===== src/rtl/wpc_pkg.sv =====
package wpc_pkg;
  typedef enum logic [2:0] {
    OP_NOP   = 3'd0,
    OP_START = 3'd1,
    OP_DATA  = 3'd2,
    OP_STOP  = 3'd3,
    OP_LOCK  = 3'd4,
    OP_READ  = 3'd5
  } wpc_op_e;

  typedef enum logic [1:0] {
    ST_IDLE,
    ST_OPEN,
    ST_BUSY
  } wpc_state_e;
endpackage


===== src/rtl/wpc_lock_decode.sv =====
module wpc_lock_decode #(
  parameter int AW            = 9,
  parameter int TOP_MIN_BYTES = 16
) (
  input  logic [AW-1:0] addr,
  input  logic [2:0]    cfg,
  output logic          hit
);
  localparam logic [AW:0] DEPTH_V  = (AW+1)'(1 << AW);
  localparam logic [AW:0] TOPMIN_V = (AW+1)'(TOP_MIN_BYTES);

  logic [AW:0] thr;

  always_comb begin
    if (!cfg[2]) begin
      unique case (cfg[1:0])
        2'd0:    thr = DEPTH_V;
        2'd1:    thr = DEPTH_V - (DEPTH_V >> 2);
        2'd2:    thr = DEPTH_V >> 1;
        default: thr = '0;
      endcase
    end else begin
      thr = DEPTH_V - (TOPMIN_V << cfg[1:0]);
    end
    hit = ({1'b0, addr} >= thr);
  end
endmodule


===== src/rtl/wpc_page_buf.sv =====
module wpc_page_buf #(
  parameter int PAGE_BYTES = 16,
  parameter int DW         = 8,
  localparam int OFF_W     = $clog2(PAGE_BYTES)
) (
  input  logic             clk,
  input  logic             rst,
  input  logic             clr,
  input  logic             wr_en,
  input  logic [OFF_W-1:0] wr_off,
  input  logic [DW-1:0]    wr_data,
  input  logic             wr_keep,
  input  logic [OFF_W-1:0] rd_off,
  output logic [DW-1:0]    rd_data,
  output logic             rd_keep,
  output logic             any_keep
);
  logic [DW-1:0]         slot_q [PAGE_BYTES];
  logic [PAGE_BYTES-1:0] keep_q;

  always_ff @(posedge clk) begin
    if (wr_en) slot_q[wr_off] <= wr_data;
  end

  always_ff @(posedge clk) begin
    if (rst || clr)  keep_q <= '0;
    else if (wr_en)  keep_q[wr_off] <= wr_keep;
  end

  assign rd_data  = slot_q[rd_off];
  assign rd_keep  = keep_q[rd_off];
  assign any_keep = |keep_q;
endmodule


===== src/rtl/wpc_array_ram.sv =====
module wpc_array_ram #(
  parameter int AW = 9,
  parameter int DW = 8
) (
  input  logic          clk,
  input  logic          we,
  input  logic [AW-1:0] waddr,
  input  logic [DW-1:0] wdata,
  input  logic          re,
  input  logic [AW-1:0] raddr,
  output logic [DW-1:0] rdata
);
  localparam int DEPTH = 1 << AW;

  logic [DW-1:0] mem [DEPTH];

  always_ff @(posedge clk) begin
    if (we) mem[waddr] <= wdata;
    if (re) rdata <= mem[raddr];
  end
endmodule


===== src/rtl/wpc_page_writer.sv =====
module wpc_page_writer
  import wpc_pkg::*;
#(
  parameter int ADDR_W        = 9,
  parameter int DATA_W        = 8,
  parameter int PAGE_BYTES    = 16,
  parameter int WR_TICKS      = 40,
  parameter int TOP_MIN_BYTES = 16
) (
  input  logic              clk,
  input  logic              rst,
  input  logic              cmd_valid,
  input  logic [2:0]        cmd_op,
  input  logic [ADDR_W-1:0] cmd_addr,
  input  logic [DATA_W-1:0] cmd_data,
  input  logic              wp,
  output logic              cmd_ack,
  output logic              busy,
  output logic [DATA_W-1:0] rd_data,
  output logic [2:0]        lock_cfg
);
  localparam int OFF_W  = $clog2(PAGE_BYTES);
  localparam int PAGE_W = ADDR_W - OFF_W;
  localparam int CNT_W  = $clog2(WR_TICKS + 1);
  localparam logic [CNT_W-1:0] PAGE_CNT = CNT_W'(PAGE_BYTES);
  localparam logic [CNT_W-1:0] LAST_CNT = CNT_W'(WR_TICKS - 1);

  wpc_state_e        state_q;
  logic [PAGE_W-1:0] page_q;
  logic [OFF_W-1:0]  off_q;
  logic [CNT_W-1:0]  cnt_q;
  logic [2:0]        lock_q;
  logic              ack_q, busy_q;

  wpc_op_e op;
  logic    legal, accept;
  assign op = wpc_op_e'(cmd_op);

  always_comb begin
    unique case (state_q)
      ST_IDLE: legal = (op == OP_START) || (op == OP_LOCK) || (op == OP_READ);
      ST_OPEN: legal = (op == OP_DATA) || (op == OP_STOP);
      default: legal = 1'b0;
    endcase
  end
  assign accept = cmd_valid && legal;

  // incoming byte: protection check at its wrapped address
  logic prot_in;
  wpc_lock_decode #(.AW(ADDR_W), .TOP_MIN_BYTES(TOP_MIN_BYTES)) u_dec_in (
    .addr(ADDR_W'({page_q, off_q})), .cfg(lock_q), .hit(prot_in)
  );

  logic              commit, ram_we, slot_keep, any_keep;
  logic [DATA_W-1:0] slot_data;
  logic [ADDR_W-1:0] waddr;
  assign commit = (state_q == ST_BUSY) && (cnt_q < PAGE_CNT);
  assign waddr  = {page_q, cnt_q[OFF_W-1:0]};
  assign ram_we = commit && slot_keep;

  wpc_page_buf #(.PAGE_BYTES(PAGE_BYTES), .DW(DATA_W)) u_buf (
    .clk(clk), .rst(rst),
    .clr(accept && op == OP_START),
    .wr_en(accept && op == OP_DATA),
    .wr_off(off_q), .wr_data(cmd_data), .wr_keep(!prot_in),
    .rd_off(cnt_q[OFF_W-1:0]), .rd_data(slot_data), .rd_keep(slot_keep),
    .any_keep(any_keep)
  );

  wpc_array_ram #(.AW(ADDR_W), .DW(DATA_W)) u_ram (
    .clk(clk), .we(ram_we), .waddr(waddr), .wdata(slot_data),
    .re(accept && op == OP_READ), .raddr(cmd_addr), .rdata(rd_data)
  );

  always_ff @(posedge clk) begin
    if (rst) begin
      state_q <= ST_IDLE;
      page_q  <= '0;
      off_q   <= '0;
      cnt_q   <= '0;
      lock_q  <= 3'b000;
      ack_q   <= 1'b0;
      busy_q  <= 1'b0;
    end else begin
      ack_q <= accept;
      unique case (state_q)
        ST_IDLE: if (accept) begin
          if (op == OP_START) begin
            page_q  <= cmd_addr[ADDR_W-1:OFF_W];
            off_q   <= cmd_addr[OFF_W-1:0];
            state_q <= ST_OPEN;
          end else if (op == OP_LOCK && !wp) begin
            lock_q <= cmd_data[2:0];
          end
        end
        ST_OPEN: if (accept) begin
          if (op == OP_DATA) begin
            off_q <= off_q + 1'b1;
          end else if (any_keep) begin
            state_q <= ST_BUSY;
            busy_q  <= 1'b1;
            cnt_q   <= '0;
          end else begin
            state_q <= ST_IDLE;
          end
        end
        default: begin
          cnt_q <= cnt_q + 1'b1;
          if (cnt_q == LAST_CNT) begin
            state_q <= ST_IDLE;
            busy_q  <= 1'b0;
          end
        end
      endcase
    end
  end

  assign cmd_ack  = ack_q;
  assign busy     = busy_q;
  assign lock_cfg = lock_q;

  // independent decode of the commit address
  logic prot_commit;
  wpc_lock_decode #(.AW(ADDR_W), .TOP_MIN_BYTES(TOP_MIN_BYTES)) u_dec_commit (
    .addr(waddr), .cfg(lock_q), .hit(prot_commit)
  );

  a_r9_no_ack_while_busy: assert property (@(posedge clk) disable iff (rst)
    busy && cmd_valid |=> !cmd_ack);

  a_r10_wp_freezes_lock: assert property (@(posedge clk) disable iff (rst)
    cmd_valid && cmd_op == OP_LOCK && wp |=> $stable(lock_cfg));

  a_r7_commit_outside_lock: assert property (@(posedge clk) disable iff (rst)
    ram_we |-> !prot_commit);

  a_r8_cycle_needs_stop: assert property (@(posedge clk) disable iff (rst)
    $rose(busy) |-> $past(cmd_valid && cmd_op == OP_STOP));

  a_r8_busy_acked: assert property (@(posedge clk) disable iff (rst)
    $rose(busy) |-> cmd_ack);
endmodule


===== config.mk =====
export PLATFORM = sky130hd
export DESIGN_NAME = wpc_page_writer
export DESIGN_NICKNAME = d
export VERILOG_FILES = /design/src/rtl/wpc_pkg.sv /design/src/rtl/wpc_lock_decode.sv /design/src/rtl/wpc_page_buf.sv /design/src/rtl/wpc_array_ram.sv /design/src/rtl/wpc_page_writer.sv
export SDC_FILE = /design/constraint.sdc
export NUM_CORES = 2
export LEC_CHECK = 0
export ABC_AREA = 1
export BUFFER_PORTS_ARGS = -buffer_cell sky130_fd_sc_hd__buf_4
export CAP_MARGIN = 15
export CORE_ASPECT_RATIO = 1.5
export CORE_MARGIN = 5
export CORE_UTILIZATION = 50
export CTS_BUF_LIST = sky130_fd_sc_hd__clkbuf_4 sky130_fd_sc_hd__clkbuf_8
export DETAILED_ROUTE_END_ITERATION = 8
export HOLD_SLACK_MARGIN = 0.06
export PLACE_DENSITY = 0.69
export SLEW_MARGIN = 20
export SYNTH_ARGS = -nofsm -noshare
export SYNTH_HDL_FRONTEND = slang
export SYNTH_MEMORY_MAX_BITS = 65536
export SYNTH_SLANG_ARGS = --single-unit
export TNS_END_PERCENT = 10

===== constraint.sdc =====
create_clock -name clk -period 10.3 [get_ports clk]
set_clock_uncertainty 0.15 [all_clocks]
set_input_delay 1.03 -clock clk [delete_from_list [all_inputs] [get_ports clk]]
set_output_delay 1.03 -clock clk [all_outputs]
set_load 0.02 [all_outputs]

* After elaboration in Yosys (flattened, before gate mapping)
Memory sizes are Yosys's and may differ from the RTL's. A register that Yosys moved wholly into a read port is not among the register bits.
Index checks and enable logic that the tools add are counted.
** Operators by class
- $add $sub $neg :: 3
- Multiply operators :: 0
- Div/mod/pow operators :: 0
- Magnitude comparators :: 5
- Equal/unequal tests :: 16
- Shifts and indexed selects :: 1
- Muxes and demuxes :: 35
- Bitwise operators :: 2
- Reductions and logical operators :: 26
** Operators with widths (count)
- 10-bit case mux with 3 select lines :: 1
- 4-bit two-way mux :: 6
- 6-bit two-way mux :: 3
- 16-bit bitwise mux :: 1
- 16-bit OR reduction :: 1
- 5-bit AND reduction :: 3
- 2-bit two-way mux :: 6
- 2-bit != test (second input constant) :: 6
- 6-bit case mux with 2 select lines :: 1
- 9-bit by 10-bit >= comparator with 1-bit output :: 1
- 4-bit by 5-bit less-than comparator with 1-bit output (second input constant) :: 2
- 1-bit two-way mux :: 10
- 10-bit two-way mux :: 1
- 5-bit by 2-bit left shift with 10-bit output (first input constant) :: 1
- 10-bit subtractor (first input constant) :: 1
- 1-bit logical AND :: 8
- 4-bit case mux with 2 select lines :: 1
- 4-bit AND reduction :: 2
- 6-bit by 1-bit adder with 6-bit output (second input constant) :: 1
- 3-bit by 2-bit equality test with 1-bit output (second input constant) :: 2
- 3-bit equality test (second input constant) :: 2
- 6-bit equality test (second input constant) :: 1
- 6-bit by 5-bit less-than comparator with 1-bit output (second input constant) :: 1
- 4-bit by 1-bit adder with 4-bit output (second input constant) :: 1
- 15 further kinds :: 25
** Word-level totals
- Flip-flop bits (word level) :: 38
- Bits in latches :: 0
- Memory bits (writable) :: 4224
- Bits in read-only memories :: 0
- Bits of input ports :: 24
- Output and inout bits :: 13
- Memories kept :: 2
** Memory list
- u_ram.mem :: words 512, width 8, rd ports 1, clocked after Yosys merged registers in 1, wr ports 1, line wpc_array_ram.sv:15 : logic [DW-1:0] mem [DEPTH];
- u_buf.slot_q :: words 16, width 8, rd ports 1, clocked after Yosys merged registers in 1, wr ports 1, line wpc_page_buf.sv:18 : logic [DW-1:0] slot_q [PAGE_BYTES];

* Depth between registers and ports, before layout
- Depth in word-level cells :: 9
- Gate-level depth with buffers :: 15

* Cells and area by module
A second synthesis with hierarchy kept.
** Second synthesis, totals
- Cell total of the unflattened synthesis :: 14790
- Area, all modules :: 174753.9 um2
** Modules (own cells, without submodules)
- wpc_array_ram :: times used 1, cells an instance 13891, area each 166808.7 um2, sequential area each 123238.2 um2
- wpc_page_buf :: times used 1, cells an instance 672, area each 6416.2 um2, sequential area each 4164.0 um2
- wpc_page_writer :: times used 1, cells an instance 176, area each 1223.7 um2, sequential area each 440.4 um2
- wpc_lock_decode :: times used 1, cells an instance 51, area each 305.3 um2, sequential area each 0.0 um2

* Worst setup path after synthesis
No wires, ideal clock.
- Path kind :: reg2reg
- From :: reg (tool-made name)
- To :: mem u_ram.mem[0][2], data pin
- Setup time :: 1.444 ns
- Arrival :: 7.443 ns
- Required time :: 8.706 ns
- Path slack :: 1.263 ns
- Stages on the path, launching flop included :: 8
- Buffers on the path :: 3
- Clock period less this slack :: 9.037 ns
- Cells stage by stage :: dfxtp_1 clkbuf_1 buf_2 buf_1 mux2i_1 o211ai_1 nand3_1 nand2_1
** RTL lines (line)
- to (decl) :: wpc_array_ram.sv:15

==> run_results.csv <==
group,metric,value,unit
clock_network,clkLatencyLatePin,1.07,ns
setup_path,critPathLaunchType,"flip-flop",
timing,finalSetupTns,0,ns
flow_run,cap_violations,0,
logic_synthesis,synthCells,14500,
final_layout,num-fill-cells,28200,
grt,track_usage,25.7,%
grt,grt-ovfl-total,0,
drt,ant_nets,0,
placed_design,place_congestion,0.843,
timing,max-slew-margin-rel,21.3,%
timing,rsz0062_at_grt,"false",
die,io_pins,37,
hold_path,hp-start,"cmd_data[2]",
power,ir_drop,0.116,mV
logic_synthesis,ys_seq_area_share,73.9,%
setup_path,max_stage_delay,0.85,ns
die,row_count,264,
logic_synthesis,yosys_register_bits,4274,
die,chipWidth,491,um
clock_network,cts-resized-gates,0,
timing,min_period,4.91,ns
die,die_h,731,um
logic_synthesis,synth_fa_ha_area_share,0.137,%
clock_network,cts_buffer_depth,4,
clock_network,cts_made_buffers,595,
final_layout,multi_input_area,0.0404,mm^2
setup_path,critPathArrivalTime,5.45,ns
setup_path,rr_endpoint,"u_ram.mem[509][1]$_DFFE_PP_",
grt,grt_pass1_vias,110000,
timing,period_share,47.7,%
die,core_area,0.345,mm^2
hold_path,hold_depth,1,
timing,finalHoldViolCount,0,
setup_path,r2r_slack,5.39,ns
setup_path,critPathKind,"reg2reg",
power,power.leakage,64.2,nW
grt,grt_max_degree,190,
drt,via_count,114000,
hold_path,hold_end,"u_buf.slot_q[4][2]$_DFFE_PP_",
run_status,status,"completed",
drt,routed_wl,475000,um
final_layout,area_delta_synth_final,8.39,%
setup_path,required,10.84,ns
drt,drc,0,
drt,viasPerCell,5.91,
logic_synthesis,synth_compound_area_share,0.655,%
timing,final_max_slew_viol_count,0,
clock_network,clk_pin_slew,0.07,ns
placed_design,dp_hpwl,260000,um
clock_network,htree_levels,6,
die,die-area,0.358,mm^2
final_layout,register_area,0.128,mm^2
setup_path,end_kind,"flip-flop",
clock_network,clockRootBuffer,"clkbuf_8",
setup_path,cp_max_fo,182,
logic_synthesis,ys_warn_count,0,
clock_network,cts_tree,"built",
drt,first_iter_violations,13500,
logic_synthesis,muxShareOfSynthArea,0.185,%
die,initial_core_util,50.2,%
grt,grt_pass1_wl,702000,um
logic_synthesis,synth_top_family_by_area,"simple AND/OR/NAND/NOR gates",
power,power.density,177,mW/mm^2
drt,drtPass1Iterations,9,
logic_synthesis,post_synth_and_or_nand_nor_area_fraction,22.2,%
logic_synthesis,yosysUniqueCellTypes,31,
hold_path,hold_class,"in2reg",
final_layout,finalNetCount,14300,
timing,max_freq,0.204,GHz
logic_synthesis,synth.avg_cell_area,11.9,um^2
setup_path,cp_cell_sequence,"buf_4 > mux2i_1 > o21ai_0 > o211ai_1 > nand2_4 > buf_12 > buf_4",
placed_design,io_buffers,36,
setup_path,worst_path_max_delay_cell,"buf_4",
timing,worst_pin_slew,1.18,ns
final_layout,final_cell_area,0.188,mm^2
setup_path,crit_top_cell,"buf_4",
final_layout,final_layout_size_suffix_gt1_share,7.63,%
drt,wl_per_cell,24.7,um
logic_synthesis,synth_xor_area_share,0.0202,%
timing,setup_viol,0,
logic_synthesis,syn_area,0.173,mm^2
placed_design,place_area,0.176,mm^2
clock_network,cts_sinks,4274,
grt,antenna_found_initial,13,
setup_path,worst-r2r-cell-count,7,
logic_synthesis,syn_nets,14600,
[layout make-up]
class / count / area share, %
flip-flops and latches: 4274 / 68.2
multi-input cells: 9133 / 21.5
clock buffers: 774 / 5.16
well taps: 4522 / 3.01
repair buffers: 205 / 1.11
clock inverters: 250 / 0.797
inverters: 91 / 0.201
diodes: 11 / 0.0147
[worst max-delay path, delay by kind of cell, from the launching register on]
| family | cells | cell delay [ns] |
|---|---|---|
| AO/OA/AOI/OAI | 2 | 0.60 |
| multiplexers | 1 | 0.17 |
| flip-flops | 1 | 0.59 |
| buffers and inverters | 3 | 2.03 |
| AND/OR/NAND/NOR | 1 | 0.50 |
[synth_stat cells]
| cell | count | area, um^2 |
|---|---|---|
| xnor2_1 | 1 | 8.76 |
| clkbuf_1 | 340 | 1280 |
| nor3_2 | 1 | 10.0 |
| o32ai_1 | 1 | 8.76 |
| o21a_1 | 2 | 15.0 |
| mux2i_1 | 32 | 320 |
| a211oi_1 | 3 | 22.5 |
| nand2_2 | 2 | 12.5 |
| inv_2 | 4 | 15.0 |
| nand2_1 | 4204 | 15800 |
| o21ai_4 | 1 | 16.3 |
| ha_1 | 19 | 238 |
| or2_2 | 2 | 12.5 |
| dfxtp_1 | 42 | 841 |
| nor3_1 | 13 | 65.1 |
| nand3_1 | 4099 | 20500 |
| clkinv_1 | 1 | 3.75 |
| a21oi_1 | 79 | 395 |
| o21bai_1 | 1 | 7.51 |
| o21ai_0 | 83 | 415 |
| nor2_1 | 549 | 2060 |
| inv_1 | 86 | 323 |
| buf_4 | 53 | 398 |
| nand4_1 | 5 | 31.3 |
| o211ai_1 | 32 | 240 |
| buf_2 | 485 | 2430 |
| o22ai_2 | 1 | 12.5 |
| xor2_1 | 3 | 26.3 |
| edfxtp_1 | 4232 | 127000 |
| buf_1 | 124 | 465 |
| buf_6 | 11 | 124 |
[report_power, final]
| part | total (mW) | switching (mW) | leakage [nW] | internal (mW) |
|---|---|---|---|---|
| Sequential | 18.9 | 0.00392 | 38.4 | 18.9 |
| Clock | 12.7 | 6.25 | 5.84 | 6.45 |
| Combinational | 1.72 | 1.29 | 20.0 | 0.428 |
| Total | 33.3 | 7.55 | 64.2 | 25.8 |
[registers in the layout, indices dropped and copies added (netlist names), named ones only]
register,count
u_ram.mem,4096
u_buf.slot_q,128
u_buf.keep_q,16
u_ram.rdata,8
cnt_q,6
page_q,5
off_q,4
lock_cfg,3
state_q,2
busy,1
cmd_ack,1
[worst max-delay path by stage]
stage / slack, ns / startpoint / cells after the start / endpoint
after floorplan: 1.26 / flip-flop / 7 / u_ram.mem[0][2]$_DFFE_PP_
after global placement: 4.66 / cmd_addr[1] / 13 / u_ram.rdata[2]$_DFFE_PP_
after detailed placement: 4.68 / cmd_addr[1] / 13 / u_ram.rdata[5]$_DFFE_PP_
after CTS: 5.42 / flip-flop / 7 / u_ram.mem[171][1]$_DFFE_PP_
after global routing: 5.19 / flip-flop / 7 / u_ram.mem[63][4]$_DFFE_PP_
final: 5.39 / flip-flop / 7 / u_ram.mem[509][1]$_DFFE_PP_
[stage by stage]
stage / cells / power [mW] / util, % / worst slack, ns / hold WS [ns]
6_report: 19300 / 33.3 / 54.4 / 5.39 / 0.156
3_5_place_dp: 18200 / 21.0 / 51.2 / 4.68 / 0.358
5_1_grt: 19300 / 34.3 / 54.4 / 5.19 / 0.121
2_1_floorplan: 14500 / 20.4 / - / 1.26 / 0.308
3_3_place_gp: 18200 / 20.9 / 51.2 / 4.66 / 0.347
4_1_cts: 19200 / 33.4 / 54.4 / 5.42 / 0.0630
[kinds of logic (layout without fill, tap and decap cells)]
group | after synthesis | in the layout
simple gates | 8875 | 8875
buf+inv | 1104 | 1320
compound gates | 203 | 203
mux | 32 | 32
flops | 4274 | 4274
other cells | 0 | 11
fa+ha+maj | 19 | 19
xor+xnor | 4 | 4
[timing repair]
action,4_1_cts,5_1_grt
hold endpoints to repair,73,0
buffers inserted,0,0
hold buffers,7,0
[metal layers]
layer / wire length [um] / share of wire (%) / global-route usage [%] / up-vias
met3: 40800 / 8.6 / 4.28 / 1277
met4: 29800 / 6.3 / 14.7 / 2
met5: 13 / 0.0027 / 0 / -
met2: 235000 / 49 / 43.3 / 5940
li1: - / - / - / 51300
met1: 169000 / 36 / 31.7 / 55400
[cells in the final DEF (no fill, tap or decap), types with 38 or more instances in the layout]
| master | n |
|---|---|
| dfxtp_1 | 41 |
| o21ai_0 | 83 |
| nor2_1 | 540 |
| clkbuf_4 | 155 |
| buf_4 | 155 |
| inv_1 | 85 |
| a21oi_1 | 79 |
| clkinv_1 | 148 |
| nand3_1 | 4099 |
| buf_12 | 38 |
| nand2_1 | 4180 |
| edfxtp_1 | 4232 |
| clkbuf_8 | 619 |
| clkinv_2 | 57 |
Power figures use the tool's default switching activity.
